<file path="src/rtl/rxq_pkg.sv">
// Shared definitions for the receive descriptor queue engine.
// Assumes 32-bit memory words and a four-word descriptor record.
package rxq_pkg;
    typedef enum logic [3:0] {
        ST_IDLE, ST_RD_FLG, ST_RD_BUF, ST_RD_LEN, ST_RDY,
        ST_WR_DAT, ST_RD_NXT, ST_WR_FLG, ST_DROP
    } rxq_state_e;

    localparam int unsigned OFS_LINK = 0;
    localparam int unsigned OFS_BUF  = 1;
    localparam int unsigned OFS_SIZE = 2;
    localparam int unsigned OFS_STAT = 3;

    localparam int unsigned BIT_SOF = 31;
    localparam int unsigned BIT_EOF = 30;
    localparam int unsigned BIT_OWN = 29;
    localparam int unsigned BIT_EOQ = 28;

    // Builds a write-back status word; the owner bit is always left clear.
    function automatic logic [31:0] make_status(input logic sof, input logic eof,
                                                input logic eoq, input logic [15:0] len);
        logic [31:0] s;
        s = '0;
        s[BIT_SOF] = sof;
        s[BIT_EOF] = eof;
        s[BIT_EOQ] = eoq;
        s[15:0]    = len;
        return s;
    endfunction
endpackage

</file>
<file path="src/rtl/rxq_flow.sv">
// Free-buffer counter with threshold compare.
// Software adds buffers; each consumed descriptor removes one. Saturates at zero.
module rxq_flow #(
    parameter int unsigned CW = 16
) (
    input  logic          clk,
    input  logic          rst_n,
    input  logic          add_wr,
    input  logic [CW-1:0] add_val,
    input  logic          consume,
    input  logic [CW-1:0] thresh,
    output logic [CW-1:0] count,
    output logic          pause
);
    logic [CW-1:0] sum;

    // Sum of the current count and any software addition this cycle.
    always_comb sum = count + (add_wr ? add_val : '0);

    // Register the new count, removing one buffer per consumed descriptor.
    always_ff @(posedge clk) begin
        if (!rst_n)                    count <= '0;
        else if (consume && sum != '0) count <= sum - CW'(1);
        else                           count <= sum;
    end

    // Pause request while the buffers are at or below the threshold.
    always_comb pause = (count <= thresh);
endmodule

</file>
<file path="src/rtl/rxq_cpl.sv">
// Completion pointer register with acknowledge.
// A write-back and an acknowledge in the same cycle: the write-back wins.
module rxq_cpl #(
    parameter int unsigned AW = 16
) (
    input  logic          clk,
    input  logic          rst_n,
    input  logic          wb_pulse,
    input  logic [AW-1:0] wb_addr,
    input  logic          ack_wr,
    input  logic [AW-1:0] ack_val,
    output logic [AW-1:0] ptr,
    output logic          pend
);
    // Capture the latest write-back, or clear pending on a matching acknowledge.
    always_ff @(posedge clk) begin
        if (!rst_n) begin
            ptr  <= '0;
            pend <= 1'b0;
        end else if (wb_pulse) begin
            ptr  <= wb_addr;
            pend <= 1'b1;
        end else if (ack_wr && ack_val == ptr) begin
            pend <= 1'b0;
        end
    end
endmodule

</file>
<file path="src/rtl/rxq_walker.sv">
// Descriptor chain walker. It fetches the current descriptor, packs incoming
// bytes into buffer words, re-reads the link at close, writes the status back
// and advances. It stops at a zero link.
// Assumes buffer sizes are nonzero multiples of four bytes, and a memory port
// whose read data is valid in the cycle mem_rdy is high.
module rxq_walker
    import rxq_pkg::*;
#(
    parameter int unsigned AW = 16,
    parameter int unsigned LW = 16,
    parameter int unsigned CW = 16
) (
    input  logic          clk,
    input  logic          rst_n,
    input  logic          hdp_wr,
    input  logic [AW-1:0] hdp_val,
    output logic          hdp_err,
    output logic          active,
    output logic [AW-1:0] cur_ptr,
    input  logic          rx_valid,
    input  logic [7:0]    rx_data,
    input  logic          rx_sof,
    input  logic          rx_eof,
    output logic          rx_ready,
    output logic          mem_req,
    output logic          mem_we,
    output logic [AW-1:0] mem_addr,
    output logic [31:0]   mem_wdata,
    input  logic [31:0]   mem_rdata,
    input  logic          mem_rdy,
    output logic          wb_pulse,
    output logic [CW-1:0] drop_cnt
);
    localparam int unsigned LANEW = 2;

    rxq_state_e    st;
    logic [AW-1:0] cur, bufp, widx;
    logic [31:0]   link, acc;
    logic [LW-1:0] blen, bcnt;
    logic          own_ok, sof_r, eof_r, in_frame;
    logic [LANEW-1:0] lane;
    logic          take, unused_rd;

    assign unused_rd = ^mem_rdata;
    assign cur_ptr   = cur;
    assign active    = (st != ST_IDLE);
    assign lane      = bcnt[LANEW-1:0];
    assign take      = rx_valid && rx_ready;
    assign wb_pulse  = (st == ST_WR_FLG) && mem_rdy;

    // Byte acceptance depends only on the state, never on rx_valid.
    always_comb rx_ready = (st == ST_IDLE) || (st == ST_RDY) || (st == ST_DROP);

    // Drive the memory port from the current state.
    always_comb begin
        mem_req   = 1'b1;
        mem_we    = 1'b0;
        mem_addr  = cur;
        mem_wdata = '0;
        unique case (st)
            ST_RD_FLG: mem_addr = cur + AW'(OFS_STAT);
            ST_RD_BUF: mem_addr = cur + AW'(OFS_BUF);
            ST_RD_LEN: mem_addr = cur + AW'(OFS_SIZE);
            ST_RD_NXT: mem_addr = cur + AW'(OFS_LINK);
            ST_WR_DAT: begin
                mem_we    = 1'b1;
                mem_addr  = bufp + widx;
                mem_wdata = acc;
            end
            ST_WR_FLG: begin
                mem_we    = 1'b1;
                mem_addr  = cur + AW'(OFS_STAT);
                mem_wdata = make_status(sof_r, eof_r, link == '0, 16'(bcnt));
            end
            default: mem_req = 1'b0;
        endcase
    end

    // Reject a head write that arrives while the chain is active.
    always_ff @(posedge clk) begin
        if (!rst_n) hdp_err <= 1'b0;
        else        hdp_err <= hdp_wr && (st != ST_IDLE);
    end

    // Main sequencer: fetch, fill, close, advance.
    always_ff @(posedge clk) begin
        if (!rst_n) begin
            st <= ST_IDLE; cur <= '0; bufp <= '0; widx <= '0; link <= '0;
            acc <= '0; blen <= '0; bcnt <= '0; own_ok <= 1'b0;
            sof_r <= 1'b0; eof_r <= 1'b0; in_frame <= 1'b0; drop_cnt <= '0;
        end else begin
            unique case (st)
                ST_IDLE: begin
                    if (take && rx_sof) drop_cnt <= drop_cnt + CW'(1);
                    if (hdp_wr && hdp_val != '0) begin
                        cur      <= hdp_val;
                        in_frame <= 1'b0;
                        st       <= ST_RD_FLG;
                    end
                end
                ST_RD_FLG: if (mem_rdy) begin
                    own_ok <= mem_rdata[BIT_OWN];
                    if (mem_rdata[BIT_OWN]) st <= ST_RD_BUF;
                    else if (in_frame) begin
                        drop_cnt <= drop_cnt + CW'(1);
                        st       <= ST_DROP;
                    end else st <= ST_RDY;
                end
                ST_RD_BUF: if (mem_rdy) begin
                    bufp <= mem_rdata[AW-1:0];
                    st   <= ST_RD_LEN;
                end
                ST_RD_LEN: if (mem_rdy) begin
                    blen  <= mem_rdata[LW-1:0];
                    bcnt  <= '0;
                    widx  <= '0;
                    sof_r <= 1'b0;
                    eof_r <= 1'b0;
                    st    <= ST_RDY;
                end
                ST_RDY: begin
                    if (!own_ok) begin
                        if (take && rx_sof) begin
                            drop_cnt <= drop_cnt + CW'(1);
                            in_frame <= !rx_eof;
                            st       <= rx_eof ? ST_RD_FLG : ST_DROP;
                        end else st <= ST_RD_FLG;
                    end else if (take && (in_frame || rx_sof)) begin
                        if (rx_sof) sof_r <= 1'b1;
                        in_frame <= 1'b1;
                        acc  <= (lane == '0) ? {24'b0, rx_data}
                                             : acc | ({24'b0, rx_data} << (8 * lane));
                        bcnt <= bcnt + LW'(1);
                        eof_r <= rx_eof;
                        if (lane == '1 || rx_eof || bcnt + LW'(1) == blen) st <= ST_WR_DAT;
                    end
                end
                ST_WR_DAT: if (mem_rdy) begin
                    widx <= widx + AW'(1);
                    st   <= (eof_r || bcnt == blen) ? ST_RD_NXT : ST_RDY;
                end
                ST_RD_NXT: if (mem_rdy) begin
                    link <= mem_rdata;
                    st   <= ST_WR_FLG;
                end
                ST_WR_FLG: if (mem_rdy) begin
                    if (eof_r) in_frame <= 1'b0;
                    if (link == '0) begin
                        cur      <= '0;
                        in_frame <= 1'b0;
                        if (!eof_r) drop_cnt <= drop_cnt + CW'(1);
                        st <= ST_IDLE;
                    end else begin
                        cur <= link[AW-1:0];
                        st  <= ST_RD_FLG;
                    end
                end
                ST_DROP: if (take && rx_eof) begin
                    in_frame <= 1'b0;
                    st       <= (cur == '0) ? ST_IDLE : ST_RD_FLG;
                end
                default: st <= ST_IDLE;
            endcase
        end
    end
endmodule

</file>
<file path="src/rtl/rxq_engine.sv">
// Top of the receive descriptor queue engine. It ties the walker, the
// free-buffer flow control and the completion pointer together.
// Assumes the memory port and software share the descriptor words, and that
// software changes only zero links and released descriptors.
module rxq_engine #(
    parameter int unsigned AW = 16,
    parameter int unsigned LW = 16,
    parameter int unsigned CW = 16
) (
    input  logic          clk,
    input  logic          rst_n,
    input  logic          hdp_wr,
    input  logic [AW-1:0] hdp_val,
    output logic          hdp_err,
    output logic          active,
    output logic [AW-1:0] cur_ptr,
    input  logic          rx_valid,
    input  logic [7:0]    rx_data,
    input  logic          rx_sof,
    input  logic          rx_eof,
    output logic          rx_ready,
    output logic          mem_req,
    output logic          mem_we,
    output logic [AW-1:0] mem_addr,
    output logic [31:0]   mem_wdata,
    input  logic [31:0]   mem_rdata,
    input  logic          mem_rdy,
    input  logic          fb_add_wr,
    input  logic [CW-1:0] fb_add_val,
    input  logic [CW-1:0] flow_thresh,
    output logic [CW-1:0] free_cnt,
    output logic          pause,
    input  logic          cpl_ack_wr,
    input  logic [AW-1:0] cpl_ack_val,
    output logic [AW-1:0] cpl_ptr,
    output logic          cpl_pend,
    output logic [CW-1:0] drop_cnt
);
    logic wb_pulse;

    rxq_walker #(.AW(AW), .LW(LW), .CW(CW)) u_walk (
        .clk(clk), .rst_n(rst_n), .hdp_wr(hdp_wr), .hdp_val(hdp_val),
        .hdp_err(hdp_err), .active(active), .cur_ptr(cur_ptr),
        .rx_valid(rx_valid), .rx_data(rx_data), .rx_sof(rx_sof), .rx_eof(rx_eof),
        .rx_ready(rx_ready), .mem_req(mem_req), .mem_we(mem_we),
        .mem_addr(mem_addr), .mem_wdata(mem_wdata), .mem_rdata(mem_rdata),
        .mem_rdy(mem_rdy), .wb_pulse(wb_pulse), .drop_cnt(drop_cnt)
    );

    rxq_flow #(.CW(CW)) u_flow (
        .clk(clk), .rst_n(rst_n), .add_wr(fb_add_wr), .add_val(fb_add_val),
        .consume(wb_pulse), .thresh(flow_thresh), .count(free_cnt), .pause(pause)
    );

    rxq_cpl #(.AW(AW)) u_cpl (
        .clk(clk), .rst_n(rst_n), .wb_pulse(wb_pulse), .wb_addr(cur_ptr),
        .ack_wr(cpl_ack_wr), .ack_val(cpl_ack_val), .ptr(cpl_ptr), .pend(cpl_pend)
    );
endmodule

</file>
<file path="config.mk">
export PLATFORM = sky130hd
export DESIGN_NAME = rxq_engine
export DESIGN_NICKNAME = d
export VERILOG_FILES = /design/src/rtl/rxq_pkg.sv /design/src/rtl/rxq_flow.sv /design/src/rtl/rxq_cpl.sv /design/src/rtl/rxq_walker.sv /design/src/rtl/rxq_engine.sv
export SDC_FILE = /design/constraint.sdc
export NUM_CORES = 1
export LEC_CHECK = 0
export ABC_CLOCK_PERIOD_IN_PS = 3900
export BUFFER_PORTS_ARGS = -buffer_cell sky130_fd_sc_hd__buf_2
export CAP_MARGIN = 20
export CORE_UTILIZATION = 57
export DETAILED_ROUTE_END_ITERATION = 6
export PLACE_DENSITY = 0.85
export SKIP_CTS_REPAIR_TIMING = 1
export SYNTH_ARGS = -nofsm -noshare
export SYNTH_HDL_FRONTEND = slang
export SYNTH_HIERARCHICAL = 1
export SYNTH_SLANG_ARGS = --single-unit
</file>
<file path="constraint.sdc">
create_clock -name clk -period 3.9 [get_ports clk]
set_input_delay 0.585 -clock clk [delete_from_list [all_inputs] [get_ports clk]]
set_output_delay 0.585 -clock clk [all_outputs]
set_load 0.02 [all_outputs]
</file>
Yosys cells after proc, flatten, opt, wreduce, memory -nomap -nowiden
Cells that the tools add are included.
{"block": "totals", "ff_bits": 202, "latchBits": 0, "mem_bits_rw": 0, "rom_bits": 0, "out_inout_bits": 119, "word_cells": 169, "mem_count": 0}
{"block": "op_classes", "addsub": 9, "n_mul": 0, "n_div": 0, "order_cmp": 1, "eq_ne": 32, "shift": 1, "mux": 64, "n_bitwise": 1, "n_reduce_logical": 44}
{"operator": "16-bit two-way mux", "n": 17}
{"operator": "16-bit case mux with 4 select lines", "n": 2}
{"operator": "16-bit case mux with 2 select lines", "n": 3}
{"operator": "16-bit by 1-bit adder with 16-bit output, second input constant", "n": 4}
{"operator": "32-bit case mux with 2 select lines", "n": 1}
{"operator": "4-bit two-way mux", "n": 15}
{"operator": "16-bit equality test", "n": 3}
{"operator": "4-bit case mux with 9 select lines", "n": 1}
{"operator": "16-bit adder", "n": 2}
{"operator": "16-bit by 2-bit adder with 16-bit output, second input constant", "n": 2}
{"operator": "32-bit zero test", "n": 1}
{"operator": "32-bit two-way mux", "n": 1}
{"operator": "32-bit OR", "n": 1}
{"operator": "16-bit nonzero test", "n": 2}
{"operator": "8-bit by 5-bit << shifter with 32-bit output", "n": 1}
{"operator": "2-bit inequality test, second input constant", "n": 14}
{"operator": "1-bit two-way mux", "n": 20}
{"operator": "4-bit by 3-bit equality test with 1-bit output, second input constant", "n": 4}
{"operator": "16-bit less-or-equal comparator", "n": 1}
{"operator": "16-bit zero test", "n": 1}
{"operator": "16-bit by 1-bit subtractor with 16-bit output, second input constant", "n": 1}
{"operator": "4-bit nonzero test", "n": 3}
{"operator": "10-bit AND reduction", "n": 1}
{"operator": "1-bit logical AND", "n": 9}
{"operator": "other kinds (23)", "n": 42}

Logic depth before layout (Yosys ltp)
{"block": "logic_depth", "depth_word": 8, "ltp_mapped": 13}

Cells and area by module
Netlist, hierarchy kept.
{"mod": "rxq_walker", "n_inst": 1, "cells_per_inst": 1200, "area_each_um2": 9183.8, "seq_area_each_um2": 3383.2}
{"mod": "rxq_flow", "n_inst": 1, "cells_per_inst": 290, "area_each_um2": 2248.4, "seq_area_each_um2": 320.3}
{"mod": "rxq_cpl", "n_inst": 1, "cells_per_inst": 76, "area_each_um2": 842.1, "seq_area_each_um2": 340.3}

Worst setup path after synthesis
OpenSTA, ideal clock, no wires.
{"block": "synth_timing", "path_kind": "input to register", "startpoint": "in fb_add_val[0]", "endpoint": "reg u_flow.count[13]", "arrival_ns": 3.495, "required_time_ns": 3.777, "setup_slack_ns": 0.282, "path_stages": 11, "path_buffers": 0, "cell_sequence": "and2_1 > ha_1 > fa_1 > a21o_1 > a221oi_4 > or4_1 > nand3_1 > or3_4 > nor4b_4 > a2111oi_2 > mux2_1"}
{"block": "synth_via", "elab_chain_len": 5}
{"element": "from (decl)", "line": "rxq_engine.sv:29", "source": "input logic [CW-1:0] fb_add_val,"}
{"element": "16-bit two-way mux (*)", "line": "rxq_flow.sv:18", "source": "always_comb sum = count + (add_wr ? add_val : '0);"}
{"element": "16-bit adder (*)", "line": "rxq_flow.sv:18"}
{"element": "branches (longest 2 deep; another with 16-bit by 1-bit subtractor with 16-bit output)"}
{"element": "16-bit two-way mux (*)", "line": "rxq_flow.sv:23", "source": "else if (consume && sum != '0) count <= sum - CW'(1);"}
{"element": "to (signal assigned)", "line": "rxq_flow.sv:23"}
{"element": "to (signal assigned)", "line": "rxq_flow.sv:24", "source": "else count <= sum;"}
{"element": "to (decl)", "line": "rxq_flow.sv:12", "source": "output logic [CW-1:0] count,"}
Every way passes the cells marked *.
A chain may end at the register's enable or synchronous reset.

Worst setup path in the final report
{"block": "layout_timing", "startpoint": "reg u_walk.st[2]", "endpoint": "out mem_addr[14]"}
{"block": "layout_via", "elab_chain_len": 3}
{"element": "from (decl)", "line": "rxq_walker.sv:36", "source": "rxq_state_e st;"}
{"element": "from (signal assigned)", "line": "rxq_walker.sv:126", "source": "st <= rx_eof ? ST_RD_FLG : ST_DROP;"}
{"element": "from (signal assigned)", "line": "rxq_walker.sv:140", "source": "st <= (eof_r || bcnt == blen) ? ST_RD_NXT : ST_RDY;"}
{"element": "from (signal assigned)", "line": "rxq_walker.sv:160", "source": "st <= (cur == '0) ? ST_IDLE : ST_RD_FLG;"}
{"element": "4-bit by 1-bit equality test with 1-bit output / 4-bit by 3-bit equality test with 1-bit output (equally long branches)", "line": "rxq_walker.sv:60", "source": "unique case (st)"}
{"element": "2-bit OR reduction (no line)"}
{"element": "16-bit case mux with 4 select lines (*)", "line": "rxq_walker.sv:60"}
{"element": "to (decl)", "line": "rxq_engine.sv:24", "source": "output logic [AW-1:0] mem_addr,"}
Every way passes the cells marked *; elsewhere a longest branch is shown, timed or not.

==> flow_metrics.tcl <==
set metrics [dict create \
    fill_cells 1729 \
    worstPathRequired_ns 3.31 \
    holdPathStages 3 \
    cp-start-kind "flip-flop" \
    skew_ns 0.0226 \
    end_kind "output port" \
    met1_usage_pct 44.4 \
    netlist_area_um2 12300 \
    grt.busiest_layer "met2" \
    grt_max_degree 77 \
    synth_compound_area_share_pct 20.6 \
    reg2reg_depth 10 \
    postLayoutCellArea_um2 14500 \
    synth_simple_gate_area_share_pct 25.4 \
    hpwl_mm 28.5 \
    status "completed" \
    cts_tree "done" \
    synth_common_cells "nand2_1 (225), dfxtp_1 (202), a21oi_1 (160)" \
    r2r-start "u_flow/count[0]" \
    synthTopCellsByArea "dfxtp_1 (33%), nand2_1 (6.9%), a21oi_1 (6.5%)" \
    fin_ws_ns 0.0788 \
    p_total_mw 7.06 \
    syn-num-nets 1736 \
    crit_arrival_ns 3.24 \
    finalMaxSlewViolations 0 \
    drt_iter0_markers 991 \
    synth_top_family_by_area "simple AND/OR/NAND/NOR gates" \
    fp-row-count 53 \
    max_freq_mhz 262 \
    instances_no_fill 2076 \
    cts_buffer_depth 3 \
    place_area_um2 13700 \
    hold_class "in -> reg" \
    synth-seq-cells 202 \
    hold_path_end "u_walk/link[27]" \
    synth_top_flop_cell "dfxtp_1" \
    grt_first_pass_wirelength_mm 59.8 \
    syn-instance-count 1566 \
    worst_slew_pin_slew_ns 1.05 \
    final_antenna_net_count 0 \
    area_growth_pct 18.5 \
    async_flop_share_pct 0 \
    drive_gt1_share_pct 19.0 \
    path_clk_slew_ns 0.06 \
    relSlewSlack_pct 29.9 \
    ir_drop_v 0.000419 \
    start_util_pct 58.2 \
    yosysUniqueCellTypes 83 \
    place_inst 2034 \
    cts.sinks 202 \
    cts_made_buffers 22 \
    via_per_inst 6.06 \
    tns_ns 0 \
    synth_area_per_cell_um2 7.84 \
    clock_latency_ns 0.51 \
    grt_pass1_vias 11459 \
    totalWireLength_mm 38.3 \
    die_h_um 149 \
    p_per_area_nw_per_um2 486 \
    globalplace.congestion 0.949 \
    ios 232 \
    utilization_pct 68.9 \
    worstPathMaxFanout 6 \
    drt_first_pass_iters 6 \
    met3_usage_pct 5.63 \
    holdWs_ns 0.307 \
    die_width_um 149 \
    met2_usage_pct 54.7 \
    htree_num_levels 1 \
    vias 12585 \
    synthXorXnorAreaFrac_pct 7.78 \
    min_from "mem_rdata[27]" \
    maxCapViolations 0 \
    worstSetupPathType "reg -> out" \
    dieArea_um2 22100 \
    finalNetCount 1954 \
    leakage_nw 6.02 \
    dpl_worst_slack_ns -0.0189 \
    hold_violations 0 \
    ff2ff_setup_slack_ns 0.42 \
    grt_use_total_pct 33.6 \
    rsz0062_at_grt "true" \
    synth_most_common_cell "nand2_1" \
    core_um2 21100 \
    synth_edf_count 0 \
    antenna_found_initial 3 \
    period_minus_slack_ns 3.82 \
    setup_viol 0 \
    gr-total-overflow 0 \
    ys_seq_area_share_pct 32.9 \
    fin_crit_sh_pct 98.0 \
    ys.warnings.count 6 \
    synth_top_area_share_pct 32.9 \
    clock-root-buffer "clkbuf_16" \
    wl_per_cell_um 18.5 \
    synth.area.mux_share_pct 2.78 \
    synth_largest_area_cell "dfxtp_1" \
    portBuffers 231 \
    timing.rr.end "u_flow/count[13]" \
    route.detailed.drc 0 \
    synth_adder_area_share_pct 6.08 \
]
-- worst max-delay path, stage by stage (launching register included) --
cell      delay (ns)
dfxtp_1         0.33
inv_2           0.11
nand2_1         0.15
a21oi_4         0.21
inv_1           0.08
fa_1            0.42
or2_2           0.35
nor2_2          0.14
nand2_1         0.12
or3_1           0.36
a21oi_1         0.14
a211oi_1        0.06
o21ai_0         0.08
buf_2           0.19
-- layout make-up --
cell class / instances / area, um^2 / area share (%)
Tap cell: 275 / 344 / 2.37
Multi-Input combinational cell: 1234 / 7730 / 53.2
Timing Repair Buffer: 272 / 1480 / 10.2
Antenna cell: 4 / 10.0 / 0.0688
Clock inverter: 7 / 125 / 0.861
Clock buffer: 30 / 601 / 4.13
Sequential cell: 202 / 4050 / 27.8
Inverter: 52 / 196 / 1.35
-- kinds of logic after synthesis --
group | after synthesis
xor+xnor | 109
buf+inv | 130
mux | 34
simple gates | 641
fa+ha+maj | 58
compound gates | 392
flops | 202
-- power breakdown --
part | internal [mW] | switching [mW]
sequential | 2.20 | 0.274
combinational | 0.899 | 1.59
clock | 1.28 | 0.829
-- layout by cell type (no fill, tap or decap), drive strengths merged, types with 7 or more instances in the layout --
| cell | Yosys | layout |
|---|---|---|
| xor2 | 39 | 39 |
| and2 | 37 | 37 |
| nor2b | 23 | 23 |
| o21a | 12 | 12 |
| o21ai | 55 | 55 |
| a211oi | 33 | 33 |
| nand2 | 228 | 228 |
| dfxtp | 202 | 202 |
| nor2 | 157 | 157 |
| a22oi | 29 | 29 |
| o221ai | 8 | 8 |
| or3 | 19 | 19 |
| nand4 | 34 | 34 |
| a22o | 14 | 14 |
| inv | 52 | 51 |
| o211ai | 8 | 8 |
| nor4b | 7 | 7 |
| ha | 54 | 54 |
| clkbuf | 66 | 30 |
| and4 | 10 | 10 |
| mux2i | 33 | 33 |
| a21oi | 161 | 161 |
| nand3 | 35 | 35 |
| and3 | 17 | 17 |
| nor3 | 29 | 29 |
| a21o | 18 | 18 |
| xnor2 | 70 | 70 |
| buf | 12 | 272 |
| nor4 | 21 | 21 |
-- registers in the layout (all words and copies together) (netlist names) --
name	cells
u_cpl/pend	1
u_cpl/ptr	16
u_flow/count	16
u_walk/acc	32
u_walk/bcnt	16
u_walk/blen	16
u_walk/bufp	16
u_walk/cur_ptr	16
u_walk/drop_cnt	16
u_walk/eof_r	1
u_walk/hdp_err	1
u_walk/in_frame	1
u_walk/link	32
u_walk/own_ok	1
u_walk/sof_r	1
u_walk/st	4
u_walk/widx	16
-- worst max path at each step --
stage,startpoint,to,cells past startpoint
after global placement,fb_add_wr,u_flow/count[13],12
after CTS,u_walk/st[1],mem_addr[14],12
after floorplan,fb_add_val[0],u_flow/count[13],11
final,u_walk/st[2],mem_addr[14],13
after global routing,u_walk/st[2],mem_addr[14],13
after detailed placement,fb_add_wr,u_flow/count[13],12
-- metal layers --
layer | vias to the layer above | share of wire [%]
met1 | 5875 | 43
met5 | - | 0
met2 | 616 | 46
met4 | 0 | 3.0
li1 | 6016 | -
met3 | 78 | 8.4
Note: power is estimated with default switching activity, not from simulation.
